<file path="src/rtl/vcq_pkg.sv">
// Package: shared encodings for the deferred write commit queue.
// Assumes: kind encoding is fixed and decoded by the pipeline that pushes.
package vcq_pkg;
    typedef enum logic [1:0] {
        K_DATA = 2'd0,
        K_PC   = 2'd1,
        K_FNPC = 2'd2,
        K_NONE = 2'd3
    } wkind_t;

    typedef enum logic [1:0] {
        S_IDLE = 2'd0,
        S_RUN  = 2'd1,
        S_DONE = 2'd2
    } cstate_t;
endpackage

</file>
<file path="src/rtl/vcq_store.sv">
// Module: entry storage with fill count, full flag and overflow pulse.
// Assumes: DEPTH >= 2; clr_i has priority over a write in the same cycle.
module vcq_store #(
    parameter int DEPTH = 16,
    parameter int AW    = 32,
    parameter int DW    = 32,
    parameter int RW    = 5,
    localparam int IW   = $clog2(DEPTH),
    localparam int CW   = $clog2(DEPTH + 1)
) (
    input  logic           clk,
    input  logic           rst_n,
    input  logic           clr_i,
    input  logic           wr_i,
    input  logic [AW-1:0]  addr_i,
    input  vcq_pkg::wkind_t kind_i,
    input  logic           force_i,
    input  logic [RW-1:0]  dst_i,
    input  logic [DW-1:0]  val_i,
    input  logic [IW-1:0]  rd_idx_i,
    output logic [AW-1:0]  rd_addr_o,
    output vcq_pkg::wkind_t rd_kind_o,
    output logic           rd_force_o,
    output logic [RW-1:0]  rd_dst_o,
    output logic [DW-1:0]  rd_val_o,
    output logic [CW-1:0]  count_o,
    output logic           full_o,
    output logic           overflow_o
);
    logic [AW-1:0]   addr_q  [DEPTH];
    vcq_pkg::wkind_t kind_q  [DEPTH];
    logic            force_q [DEPTH];
    logic [RW-1:0]   dst_q   [DEPTH];
    logic [DW-1:0]   val_q   [DEPTH];
    logic [CW-1:0]   count_q;
    logic            ovf_q;

    assign full_o     = (count_q == CW'(DEPTH));
    assign count_o    = count_q;
    assign overflow_o = ovf_q;

    // Fill count and overflow pulse.
    always_ff @(posedge clk) begin
        if (!rst_n) begin
            count_q <= '0;
            ovf_q   <= 1'b0;
        end else begin
            ovf_q <= wr_i && full_o && !clr_i;
            if (clr_i)
                count_q <= '0;
            else if (wr_i && !full_o)
                count_q <= count_q + CW'(1);
        end
    end

    // Entry payload, written at the current fill position.
    always_ff @(posedge clk) begin
        if (wr_i && !full_o && !clr_i) begin
            addr_q[count_q[IW-1:0]]  <= addr_i;
            kind_q[count_q[IW-1:0]]  <= kind_i;
            force_q[count_q[IW-1:0]] <= force_i;
            dst_q[count_q[IW-1:0]]   <= dst_i;
            val_q[count_q[IW-1:0]]   <= val_i;
        end
    end

    // Read port for the commit sequencer.
    always_comb begin
        rd_addr_o  = addr_q[rd_idx_i];
        rd_kind_o  = kind_q[rd_idx_i];
        rd_force_o = force_q[rd_idx_i];
        rd_dst_o   = dst_q[rd_idx_i];
        rd_val_o   = val_q[rd_idx_i];
    end

    p_count_bound_r10: assert property (@(posedge clk) disable iff (!rst_n)
        count_q <= CW'(DEPTH));

    p_no_overflow_r10: assert property (@(posedge clk) disable iff (!rst_n)
        (wr_i && full_o && !clr_i) |=> (overflow_o && count_o == $past(count_o)));
endmodule

</file>
<file path="src/rtl/vcq_filter.sv">
// Module: decides whether one entry survives a pending imprecise exception.
// Assumes: status bits in BENIGN are the harmless floating-point conditions.
module vcq_filter #(
    parameter int          AW     = 32,
    parameter int          SW     = 8,
    parameter logic [SW-1:0] BENIGN = SW'(7)
) (
    input  logic          pend_i,
    input  logic [AW-1:0] exc_addr_i,
    input  logic          fp_i,
    input  logic [SW-1:0] status_i,
    input  logic [AW-1:0] ent_addr_i,
    input  logic          force_i,
    output logic          pass_o
);
    logic hit;
    logic fp_ok;

    // Only the faulting instruction is screened; its class picks the rule.
    always_comb begin
        hit    = pend_i && (ent_addr_i == exc_addr_i);
        fp_ok  = ((status_i & ~BENIGN) == '0);
        pass_o = !hit || (fp_i ? fp_ok : force_i);
    end
endmodule

</file>
<file path="src/rtl/vliw_commit_queue.sv">
// Module: top of the deferred write commit queue. Holds a packet's writes
// and replays them one per cycle on commit, applying exception filtering,
// first-branch selection and the optional link write.
// Assumes: control inputs are honoured only while idle; DEPTH >= 2; AW <= DW.
module vliw_commit_queue #(
    parameter int            DEPTH  = 16,
    parameter int            AW     = 32,
    parameter int            DW     = 32,
    parameter int            RW     = 5,
    parameter int            SW     = 8,
    parameter logic [SW-1:0] BENIGN = SW'(7),
    localparam int           IW     = $clog2(DEPTH),
    localparam int           CW     = $clog2(DEPTH + 1)
) (
    input  logic          clk,
    input  logic          rst_n,
    input  logic          init_i,
    input  logic [AW-1:0] init_pc_i,
    input  logic          push_i,
    input  logic [AW-1:0] push_addr_i,
    input  logic [1:0]    push_kind_i,
    input  logic          push_force_i,
    input  logic [RW-1:0] push_dst_i,
    input  logic [DW-1:0] push_val_i,
    input  logic          exc_set_i,
    input  logic [AW-1:0] exc_addr_i,
    input  logic          exc_fp_i,
    input  logic [SW-1:0] exc_status_i,
    input  logic          link_set_i,
    input  logic          commit_i,
    output logic          full_o,
    output logic          overflow_o,
    output logic [CW-1:0] count_o,
    output logic          busy_o,
    output logic          done_o,
    output logic [AW-1:0] pc_o,
    output logic          wr_en_o,
    output logic [RW-1:0] wr_dst_o,
    output logic [DW-1:0] wr_val_o,
    output logic          lr_we_o,
    output logic [AW-1:0] lr_val_o
);
    import vcq_pkg::*;

    cstate_t       state_q;
    logic [IW-1:0] idx_q;
    logic [AW-1:0] pc_q, saved_q, target_q;
    logic          taken_q, link_q;
    logic          xpend_q, xfp_q;
    logic [AW-1:0] xaddr_q;
    logic [SW-1:0] xstat_q;

    logic          idle, clr, accept, pass, apply, is_pc, last;
    logic [AW-1:0] rd_addr;
    wkind_t        rd_kind;
    logic          rd_force;
    logic [RW-1:0] rd_dst;
    logic [DW-1:0] rd_val;

    assign idle   = (state_q == S_IDLE);
    assign clr    = (idle && init_i) || (state_q == S_DONE);
    assign accept = idle && push_i && !init_i;

    vcq_store #(.DEPTH(DEPTH), .AW(AW), .DW(DW), .RW(RW)) u_store (
        .clk(clk), .rst_n(rst_n), .clr_i(clr), .wr_i(accept),
        .addr_i(push_addr_i), .kind_i(wkind_t'(push_kind_i)),
        .force_i(push_force_i), .dst_i(push_dst_i), .val_i(push_val_i),
        .rd_idx_i(idx_q), .rd_addr_o(rd_addr), .rd_kind_o(rd_kind),
        .rd_force_o(rd_force), .rd_dst_o(rd_dst), .rd_val_o(rd_val),
        .count_o(count_o), .full_o(full_o), .overflow_o(overflow_o)
    );

    vcq_filter #(.AW(AW), .SW(SW), .BENIGN(BENIGN)) u_filter (
        .pend_i(xpend_q), .exc_addr_i(xaddr_q), .fp_i(xfp_q),
        .status_i(xstat_q), .ent_addr_i(rd_addr), .force_i(rd_force),
        .pass_o(pass)
    );

    // Per-entry decode of the presented entry.
    always_comb begin
        apply = (state_q == S_RUN) && pass;
        is_pc = (rd_kind == K_PC) || (rd_kind == K_FNPC);
        last  = ((CW'(idx_q) + CW'(1)) == count_o);
    end

    // Commit sequencer, packet PC, link flag and exception record.
    always_ff @(posedge clk) begin
        if (!rst_n) begin
            state_q  <= S_IDLE;
            idx_q    <= '0;
            pc_q     <= '0;
            saved_q  <= '0;
            target_q <= '0;
            taken_q  <= 1'b0;
            link_q   <= 1'b0;
            xpend_q  <= 1'b0;
            xfp_q    <= 1'b0;
            xaddr_q  <= '0;
            xstat_q  <= '0;
        end else begin
            case (state_q)
                S_IDLE: begin
                    if (init_i) begin
                        pc_q    <= init_pc_i;
                        link_q  <= 1'b0;
                        xpend_q <= 1'b0;
                        xfp_q   <= 1'b0;
                        xaddr_q <= '0;
                        xstat_q <= '0;
                    end else begin
                        if (exc_set_i) begin
                            xpend_q <= 1'b1;
                            xaddr_q <= exc_addr_i;
                            xfp_q   <= exc_fp_i;
                            xstat_q <= exc_status_i;
                        end
                        if (link_set_i)
                            link_q <= 1'b1;
                        if (commit_i) begin
                            saved_q  <= pc_q;
                            target_q <= pc_q;
                            taken_q  <= 1'b0;
                            idx_q    <= '0;
                            state_q  <= (count_o == '0) ? S_DONE : S_RUN;
                        end
                    end
                end
                S_RUN: begin
                    if (apply && is_pc && !taken_q) begin
                        taken_q  <= 1'b1;
                        target_q <= rd_val[AW-1:0];
                    end
                    if (last)
                        state_q <= S_DONE;
                    else
                        idx_q <= idx_q + IW'(1);
                end
                default: begin
                    pc_q    <= target_q;
                    link_q  <= 1'b0;
                    state_q <= S_IDLE;
                end
            endcase
        end
    end

    // Output drive: data write port, visible PC, link write, status.
    always_comb begin
        wr_en_o  = apply && (rd_kind == K_DATA);
        wr_dst_o = rd_dst;
        wr_val_o = rd_val;
        pc_o     = (state_q == S_RUN) ? rd_addr : pc_q;
        done_o   = (state_q == S_DONE);
        busy_o   = !idle;
        lr_we_o  = done_o && link_q;
        lr_val_o = saved_q;
    end

    p_drain_r8: assert property (@(posedge clk) disable iff (!rst_n)
        done_o |=> (count_o == '0 && !busy_o));

    p_first_branch_r3: assert property (@(posedge clk) disable iff (!rst_n)
        (state_q == S_RUN && taken_q) |=> (taken_q && $stable(target_q)));

    p_link_once_r7: assert property (@(posedge clk) disable iff (!rst_n)
        lr_we_o |=> !lr_we_o);

    p_busy_hold_r12: assert property (@(posedge clk) disable iff (!rst_n)
        (busy_o && !done_o) |=> $stable(count_o));

    p_force_gate_r6: assert property (@(posedge clk) disable iff (!rst_n)
        (state_q == S_RUN && xpend_q && !xfp_q && rd_addr == xaddr_q && !rd_force)
        |-> !wr_en_o);

    p_fp_gate_r5: assert property (@(posedge clk) disable iff (!rst_n)
        (state_q == S_RUN && xpend_q && xfp_q && rd_addr == xaddr_q
         && (xstat_q & ~BENIGN) != '0) |-> !wr_en_o);
endmodule

</file>
<file path="config.mk">
export PLATFORM = sky130hd
export DESIGN_NAME = vliw_commit_queue
export DESIGN_NICKNAME = d
export VERILOG_FILES = /design/src/rtl/vcq_pkg.sv /design/src/rtl/vcq_store.sv /design/src/rtl/vcq_filter.sv /design/src/rtl/vliw_commit_queue.sv
export SDC_FILE = /design/constraint.sdc
export NUM_CORES = 1
export LEC_CHECK = 0
export BUFFER_PORTS_ARGS = -buffer_cell sky130_fd_sc_hd__buf_2
export CAP_MARGIN = 10
export CELL_PAD_IN_SITES_DETAIL_PLACEMENT = 2
export CELL_PAD_IN_SITES_GLOBAL_PLACEMENT = 2
export CORE_MARGIN = 5
export CORE_UTILIZATION = 30
export CTS_CLUSTER_SIZE = 30
export DETAILED_ROUTE_END_ITERATION = 10
export HOLD_SLACK_MARGIN = 0.06
export PLACE_DENSITY = 0.56
export SLEW_MARGIN = 20
export SYNTH_ARGS = -nofsm -noshare
export SYNTH_HDL_FRONTEND = slang
export SYNTH_SLANG_ARGS = --single-unit
export TNS_END_PERCENT = 5
</file>
<file path="constraint.sdc">
create_clock -name clk -period 9.5 [get_ports clk]
set_input_delay 0.475 -clock clk [delete_from_list [all_inputs] [get_ports clk]]
set_output_delay 0.475 -clock clk [all_outputs]
set_load 0.005 [all_outputs]
</file>
; ---- Word-level counts from Yosys, hierarchy flattened
; Memory sizes are Yosys's and may differ from the RTL's. A register that Yosys moved wholly into a read port is not among the register bits.
; Cells that the tools add are included.
[totals]
mem_bits_rw = 1152
out_inout_bits = 112
elab_cells = 118
memories = 5
input_bits = 152
ff_bits = 152
[memory_table]
columns = memory, words, word_bits, read_ports, rd_ports_with_merged_regs, wr, line
row1 = u_store.addr_q, 16, 32, 1, 1, 1, vcq_store.sv:30  ; logic [AW-1:0] addr_q [DEPTH];
row2 = u_store.val_q, 16, 32, 1, 1, 1, vcq_store.sv:34  ; logic [DW-1:0] val_q [DEPTH];
row3 = u_store.dst_q, 16, 5, 1, 1, 1, vcq_store.sv:33  ; logic [RW-1:0] dst_q [DEPTH];
row4 = u_store.kind_q, 16, 2, 1, 1, 1, vcq_store.sv:31  ; vcq_pkg::wkind_t kind_q [DEPTH];
row5 = u_store.force_q, 16, 1, 1, 1, 1, vcq_store.sv:32  ; logic force_q [DEPTH];
[classes]
muxes = 44
reduce_logical = 36
n_addsub = 3
eq_ne = 14
n_bitwise = 3
[ops]
columns = operator, n
row1 = 2-to-1 mux 32 bit, 7
row2 = case mux 32 bit (2 select lines), 2
row3 = 2-to-1 mux 4 bit, 13
row4 = equality test 32 bit, 1
row5 = 2-to-1 mux 8 bit, 2
row6 = logical AND 1 bit, 13
row7 = 2-to-1 mux 1 bit, 12
row8 = inequality test 2 bit (second input constant), 6
row9 = logical NOT 8 bit, 1
row10 = 2-to-1 mux 2 bit, 4
row11 = case mux 4 bit (2 select lines), 1
row12 = AND reduction 4 bit, 2
row13 = logical NOT 1 bit, 6
row14 = AND reduction 2 bit, 3
row15 = AND reduction 3 bit, 2
row16 = adder 4 x 1 -> 5 bit (second input constant), 1
row17 = adder 5 x 1 -> 5 bit (second input constant), 1
row18 = equality test 5 bit, 1
row19 = equality test 5 bit (second input constant), 1
row20 = logical NOT 5 bit, 1
row21 = adder 4 x 1 -> 4 bit (second input constant), 1
row22 = equality test 2 x 1 -> 1 bit (second input constant), 2
row23 = equality test 2 bit (second input constant), 2
row24 = logical NOT 2 bit, 2
row25 = 7 further kinds, 13

; ---- Depth between registers and ports, before layout
; Gate-level depths: netlist of the first run.
[logic_depth]
word_depth = 9
depth_mapped = 16
mapped_depth_nobuf = 10

; ---- By module
; From an unflattened synthesis of the first run, not the netlist that was laid out.
[hier_totals]
hier_cells = 2639
hier_area_um2 = 49882.8
[by_module_without_submodules]
columns = mod, area_per_inst_um2, seq_area_each_um2, cells_per_inst, n_inst
row1 = vcq_store, 43420.4, 34713.3, 1815, 1
row2 = vliw_commit_queue, 6088.3, 2922.8, 776, 1
row3 = vcq_filter, 374.1, 0.0, 48, 1

; ---- Least setup slack after synthesis of the first run
; Ideal clock, no wire load.
[synth_timing]
path_type = register -> register
start = register u_store.count_q[2] (netlist: u_store.count_o[2])
end = memory u_store.addr_q[3][0] (enable)
path_stages_with_launch = 8
t_required_ns = 8.910
n_path_buf = 1
period_less_slack_ns = 6.950
t_arrival_ns = 6.360
setup_time_ns = 0.590
slack_ns = 2.550
path_cell_list = dfxtp_1 buf_1 nor2_1 nand3_1 inv_1 nor2_1 nand2_1 nor3_1
[synth_via]
elab_chain_cells = 6
[synth_lines]
columns = item, line
row1 = start: declaration, vcq_store.sv:35  ; logic [CW-1:0] count_q;
row2 = start signal: assignment, vcq_store.sv:52  ; count_q <= count_q + CW'(1);
row3 = equality test 5 bit, vcq_store.sv:38  ; assign full_o = (count_q == CW'(DEPTH));
row4 = net full_o, vliw_commit_queue.sv:31  ; output logic full_o,
row5 = logical NOT 1 bit, vcq_store.sv:58  ; if (wr_i && !full_o && !clr_i) begin
row6 = logical AND 1 bit (2 in a row), vcq_store.sv:58
row7 = 2-to-1 mux 1 bit, vcq_store.sv:58
row8 = 2-to-1 mux 1 bit (not written as such), vcq_store.sv:59  ; addr_q[count_q[IW-1:0]] <= addr_i;
row9 = end: declaration, vcq_store.sv:30
; The timed path passes the listed nets, and every way through them passes these cells.

==> results_dict.tcl, run 1 <==
set metrics [dict create \
    grt_pass1_wl_mm 237 \
    core_um2 169000 \
    overflow 0 \
    p_int_uw 9660 \
    hold_viol_final 0 \
    path_cells "buf_4, buf_4, mux4_2, mux2i_1, a21oi_1, xnor2_1, nand4_1, nor4_2, a41oi_2, and2_1, buf_2" \
    synth-edff-count 1152 \
    worst_pin_slew_ns 1.11 \
    post_drt_wl_per_cell_um 30.7 \
    cap_violations 0 \
    stdcell_count 5448 \
    initial_core_util 0.301 \
    combPwrFrac 0.042 \
    powerDensity_nw_per_um2 203 \
    die_w_um 422 \
    die_y_um 422 \
    hold_ws_ns 0.128 \
    hold_path.class "in -> reg" \
    synth_area_leaders "edfxtp_1 (68%), mux4_2 (13%), dfxtp_1 (6.0%), nand2_1 (2.4%), mux2i_1 (1.8%)" \
    timing.rr.end "target_q[0]" \
    grt_max_degree 101 \
    clock.fmax_mhz 158 \
    pwr-share-seq 0.513 \
    relSlewSlack 0.259 \
    yosys.area_share.xor_xnor 0.00653 \
    slowest_stage "buf_4" \
    clock_path_buffers 3 \
    setup_tns_ns 0 \
    ys_seq_area_frac 0.739 \
    place_inst 5047 \
    drt_iter0_markers 2040 \
    p_clk_frac 0.445 \
    portBuffers 260 \
    finalCriticalPeriod_ns 6.32 \
    ys.flop_type "edfxtp_1" \
    cp-start-kind "register" \
    fillers 16400 \
    hpwl_mm 97.9 \
    synthMuxAreaShare 0.158 \
    synth-seq-cells 1305 \
    p_leak_uw 0.0199 \
    final_common_cell "edfxtp_1" \
    cts-root-buf "clkbuf_16" \
    postCtsSetupRepairBufs 0 \
    numClockSinks 1305 \
    rsz0062_at_grt "false" \
    synth_cell_type_count 65 \
    vdd_drop_max_v 0.000189 \
    cts_resized 0 \
    io-pin-count 264 \
    grt.total_usage 0.186 \
    yosys_warnings 0 \
    skew_ns 0.0288 \
    insertion_delay_ns 0.78 \
    rrSetupSlack_ns 3.71 \
    die_area_um2 178000 \
    yosys.area_share.simple 0.0444 \
    gp_congestion 0.740 \
    dr_total_vias 27600 \
    slowest_delay_ns 0.89 \
    synth_largest_area_cell "edfxtp_1" \
    routed_wl_mm 167 \
    worstPathMaxFanout 64 \
    drive_above_1_share 0.269 \
    drc 0 \
    cts_tree "done" \
    cts.clk_slew.worst_paths_ns 0.06 \
    power_uw 12300 \
    dr.pass1.iters 4 \
    cts_buffers 146 \
    cp.arrival_ns 5.84 \
    synth_compound_area_frac 0.0341 \
    slew_violations 0 \
    min_path_cells 4 \
    setup_violations 0 \
    end_kind "output port" \
    grt_pass1_vias 30500 \
    status "complete, no violations" \
    p_switching_uw 2670 \
    synthAdderAreaFrac 0.00147 \
    min_period_over_period 0.665 \
    antenna_found_initial 21 \
    yosysTopAreaCellShare 0.679 \
    avgSynthCellArea_um2 19.1 \
    worstPathRequired_ns 9.03 \
    p_sw_frac 0.217 \
    netlist_instances 2669 \
    syn-cell-area_um2 51000 \
    hold_end "pc_q[1]" \
    synth_top_family_by_area "multiplexers" \
    area_growth_pct 19.3 \
    async_flop_share 0 \
    ant_nets 0 \
    vias_per_cell 5.07 \
    holdCritStartpoint "init_pc_i[1]" \
    r2r_cells 12 \
    layout_common_cells "edfxtp_1 (1152), nand2_1 (324), mux4_2 (299), buf_2 (259), clkbuf_16 (151)" \
    rows 151 \
    path_class "reg -> out" \
    nNetsFinal 3263 \
    syn_nets 2827 \
    crit_top_cell "buf_4" \
    h-tree-depth 4 \
]
==> area by class of cell <==
| type | instances | area (µm²) | area share |
|---|---|---|---|
| Inverter | 11 | 43.8 | 0.000721 |
| Multi-Input combinational cell | 1200 | 12600 | 0.207 |
| Clock inverter | 65 | 573 | 0.00943 |
| Antenna cell | 5 | 12.5 | 0.000206 |
| Clock buffer | 203 | 4030 | 0.0664 |
| Timing Repair Buffer | 441 | 3060 | 0.0503 |
| Sequential cell | 1305 | 37700 | 0.620 |
| Tap cell | 2218 | 2780 | 0.0457 |
==> registers in the layout, summed over array words and instances (netlist names), named ones only <==
register / count
u_store.addr_q: 512
u_store.val_q: 512
u_store.dst_q: 80
lr_val_o: 32
pc_q: 32
target_q: 32
u_store.kind_q: 32
xaddr_q: 32
u_store.force_q: 16
u_store.count_o: 5
xstat_q: 5
idx_q: 4
state_q: 2
link_q: 1
taken_q: 1
u_store.overflow_o: 1
xfp_q: 1
xpend_q: 1
==> per-layer routing <==
layer  GRT usage  vias up  part of all wire
li1            -    11600                 -
met1       0.236    15100              0.41
met2       0.327      646              0.52
met3      0.0271      209             0.035
met4      0.0621        4             0.032
met5           0        -           0.00019
==> critical path, delay by kind of cell (launching register included) <==
family | cells | cell delay [ns]
buf+inv | 3 | 1.80
compound gates | 2 | 0.46
mux | 2 | 0.75
simple gates | 3 | 0.88
xor+xnor | 1 | 0.34
flops | 1 | 0.75
==> power by group through the flow <==
stage	Clock (µW)	Sequential, µW	Combinational, µW
global placement	0	6440	457
detailed placement	0	6440	478
CTS	5660	6320	530
floorplan	0	6430	202
finish	5490	6320	514
global route	5920	6320	554
==> worst max-delay path by stage <==
stage,depth (start not counted),startpoint,end
after global routing,11,register,wr_en_o
after detailed placement,12,register,target_q[24]
final,11,register,wr_en_o
after floorplan,7,u_store.count_o[2],u_store.addr_q[3][0]
after global placement,12,register,target_q[5]
after CTS,11,register,wr_en_o
==> metrics by stage <==
stage	util	cell area [µm²]	worst slack [ns]
floorplan	-	51000	2.55
global placement	0.324	54900	3.78
detailed placement	0.324	54900	3.71
CTS	0.359	60800	3.07
global route	0.359	60800	2.96
finish	0.359	60800	3.18
==> kinds of logic after synthesis <==
| logic type | count (synthesis) |
|---|---|
| xor+xnor | 38 |
| simple gates | 518 |
| fa+ha+maj | 6 |
| flops | 1305 |
| buf+inv | 164 |
| compound gates | 224 |
| mux | 414 |
==> Yosys cell counts (24+ instances only) <==
cell / n
mux4_2: 299
clkbuf_1: 70
dfxtp_1: 153
a22oi_1: 47
nor2_1: 54
nand3_1: 39
edfxtp_1: 1152
mux2i_1: 90
nand2_1: 325
xnor2_1: 24
o21ai_0: 27
nor2b_1: 55
a21boi_0: 34
o211a_1: 32
buf_2: 40
==> timing repair <==
action | CTS | global route
setup endpoints to repair | 0 | 0
hold buffers | 128 | 0
hold endpoints to repair | 1196 | 0
Note: power is estimated with default switching activity, not from simulation.
==> run 2, diff against run 1 <==
- PLACE_DENSITY: 0.56 -> 0.58
- clock period: 9.5 -> 5.1 ns (I/O delays scaled with it)
==> run 2 against run 1 <==
Effect of this change: largest power group unchanged; core utilization up 0.54 points; first-iteration DRC count up 17%; highest routed layer unchanged; via count up 1.6%.
==> results_dict.tcl, run 2 (same netlist as run 1, synthesis figures left out) <==
set metrics [dict create \
    status "complete, no violations" \
    die_y_um 422 \
    slowest_stage "dfxtp_4" \
    drive_above_1_share 0.275 \
    cts.clk_slew.worst_paths_ns 0.06 \
    slew_violations 0 \
    grt.total_usage 0.188 \
    gp_congestion 0.757 \
    rows 151 \
    initial_core_util 0.301 \
    cp.arrival_ns 4.63 \
    worstPathRequired_ns 4.85 \
    hold_viol_final 0 \
    stdcell_count 5506 \
    post_drt_wl_per_cell_um 30.9 \
    finalWorstSetupSlack_ns 0.216 \
    fillers 16300 \
    cp-start-kind "register" \
    clock.fmax_mhz 205 \
    crit_buf_inv 1 \
    worst_pin_slew_ns 1.05 \
    finalCriticalPeriod_ns 4.88 \
    path_cells "mux4_2, mux2_2, a22oi_1, nor2_1, a211o_1, nor4_1, a41oi_2, and2_1, buf_2" \
    cts-root-buf "clkbuf_16" \
    min_period_over_period 0.958 \
    cap_violations 0 \
    h-tree-depth 4 \
    end_kind "output port" \
    dpl_worst_slack_ns 0.709 \
    wl_met1_mm 68.9 \
    place_inst 5070 \
    clock_path_buffers 3 \
    portBuffers 260 \
    wl_met3_mm 6.46 \
    slowest_delay_ns 0.90 \
    insertion_delay_ns 0.78 \
    relSlewSlack 0.302 \
    vdd_drop_max_v 0.000267 \
    path_class "reg -> out" \
    wl_met2_mm 89.0 \
    hold_path.class "in -> reg" \
    nNetsFinal 3324 \
    core_um2 169000 \
    die_area_um2 178000 \
    dr.pass1.iters 5 \
    routed_wl_mm 170 \
    vias_per_cell 5.10 \
    area_growth_pct 21.0 \
    cts_buffers 142 \
    layout_common_cells "edfxtp_1 (1152), nand2_1 (325), mux4_2 (299), buf_2 (259), dlygate4sd3_1 (169)" \
    drt_iter0_markers 2383 \
    p_leak_uw 0.0203 \
    hpwl_mm 99.7 \
    setup_violations 0 \
    skew_ns 0.0210 \
    top_layer "met5" \
    cts_tree "done" \
    ant_nets 0 \
    drc 0 \
    rsz0062_at_grt "false" \
    overflow 0 \
    critPathTopFamily "compound AO/OA/AOI/OAI gates" \
    io-pin-count 264 \
    numClockSinks 1305 \
    fin_util 0.365 \
    worstPathMaxFanout 49 \
    die_w_um 422 \
    grt_pass1_wl_mm 240 \
    final_common_cell "edfxtp_1" \
    dr_total_vias 28100 \
    grt_max_degree 82 \
    antenna_found_initial 19 \
    grt_pass1_vias 31200 \
    powerDensity_nw_per_um2 375 \
]
-- run 2: changes by cell type in the layout (fill, tap and decap cells not counted), moves of 3 or more --
cell and change:
dlygate4sd3_1 +41, buf_12 +21, clkbuf_1 -14, clkinv_2 +8, clkinv_1 -6, clkbuf_16 -5, bufinv_16 +4, buf_4 +3
-- run 2: power by group --
group	total (µW)	leakage, µW	internal (µW)	switching, µW
clock network	10400	0.00227	6000	4360
logic	999	0.00639	371	628
registers	11800	0.0116	11700	71.1
-- run 2: final cells by class --
cell class | instances | area [µm²] | area share
antenna | 6 | 15.0 | 0.000243
tap | 2218 | 2780 | 0.0450
sequential | 1305 | 37700 | 0.611
inverter | 11 | 43.8 | 0.000710
multi-input combinational | 1200 | 12600 | 0.205
timing repair buffer | 506 | 3930 | 0.0636
clock inverter | 74 | 751 | 0.0122
clock buffer | 186 | 3880 | 0.0630
-- run 2: stage by stage --
step	area, µm²	TNS, ns	power [µW]	hold WS, ns
floorplan	51000	-395.60	12400	0.354
global placement	55300	0	12800	0.447
detailed placement	55300	0	12900	0.456
CTS	61600	0	23400	0.254
global route	61700	0	23900	0.285
finish	61700	0	23100	0.313
-- run 2: tightest hold or removal path: cells and delay by family --
family | cells | cell delay, ns
buffers and inverters | 2 | 0.61
AO/OA/AOI/OAI | 1 | 0.07
AND/OR/NAND/NOR | 1 | 0.10
-- run 2: layer usage --
layer  global-route usage  vias to the layer above
met3               0.0260                      239
met5                    0                        -
met1                0.234                    15400
met2                0.336                      716
met4               0.0621                        8
li1                     -                    11700
-- run 2: worst paths after layout --
check | from | endpoint | slack, ns | depth (start not counted)
max | register | wr_en_o | 0.22 | 9
min | exc_addr_i[29] | xaddr_q[29] | 0.31 | 4
max reg2reg | register | target_q[2] | 0.86 | 10
min reg2reg | target_q[21] | target_q[21] | 0.46 | 2
-- run 2: what timing repair did --
action,in CTS,in global routing
resized for setup,1,1
hold buffers,169,0
endpoints found under the setup margin,1,1
hold endpoints to repair,1266,0
setup buffers,0,1
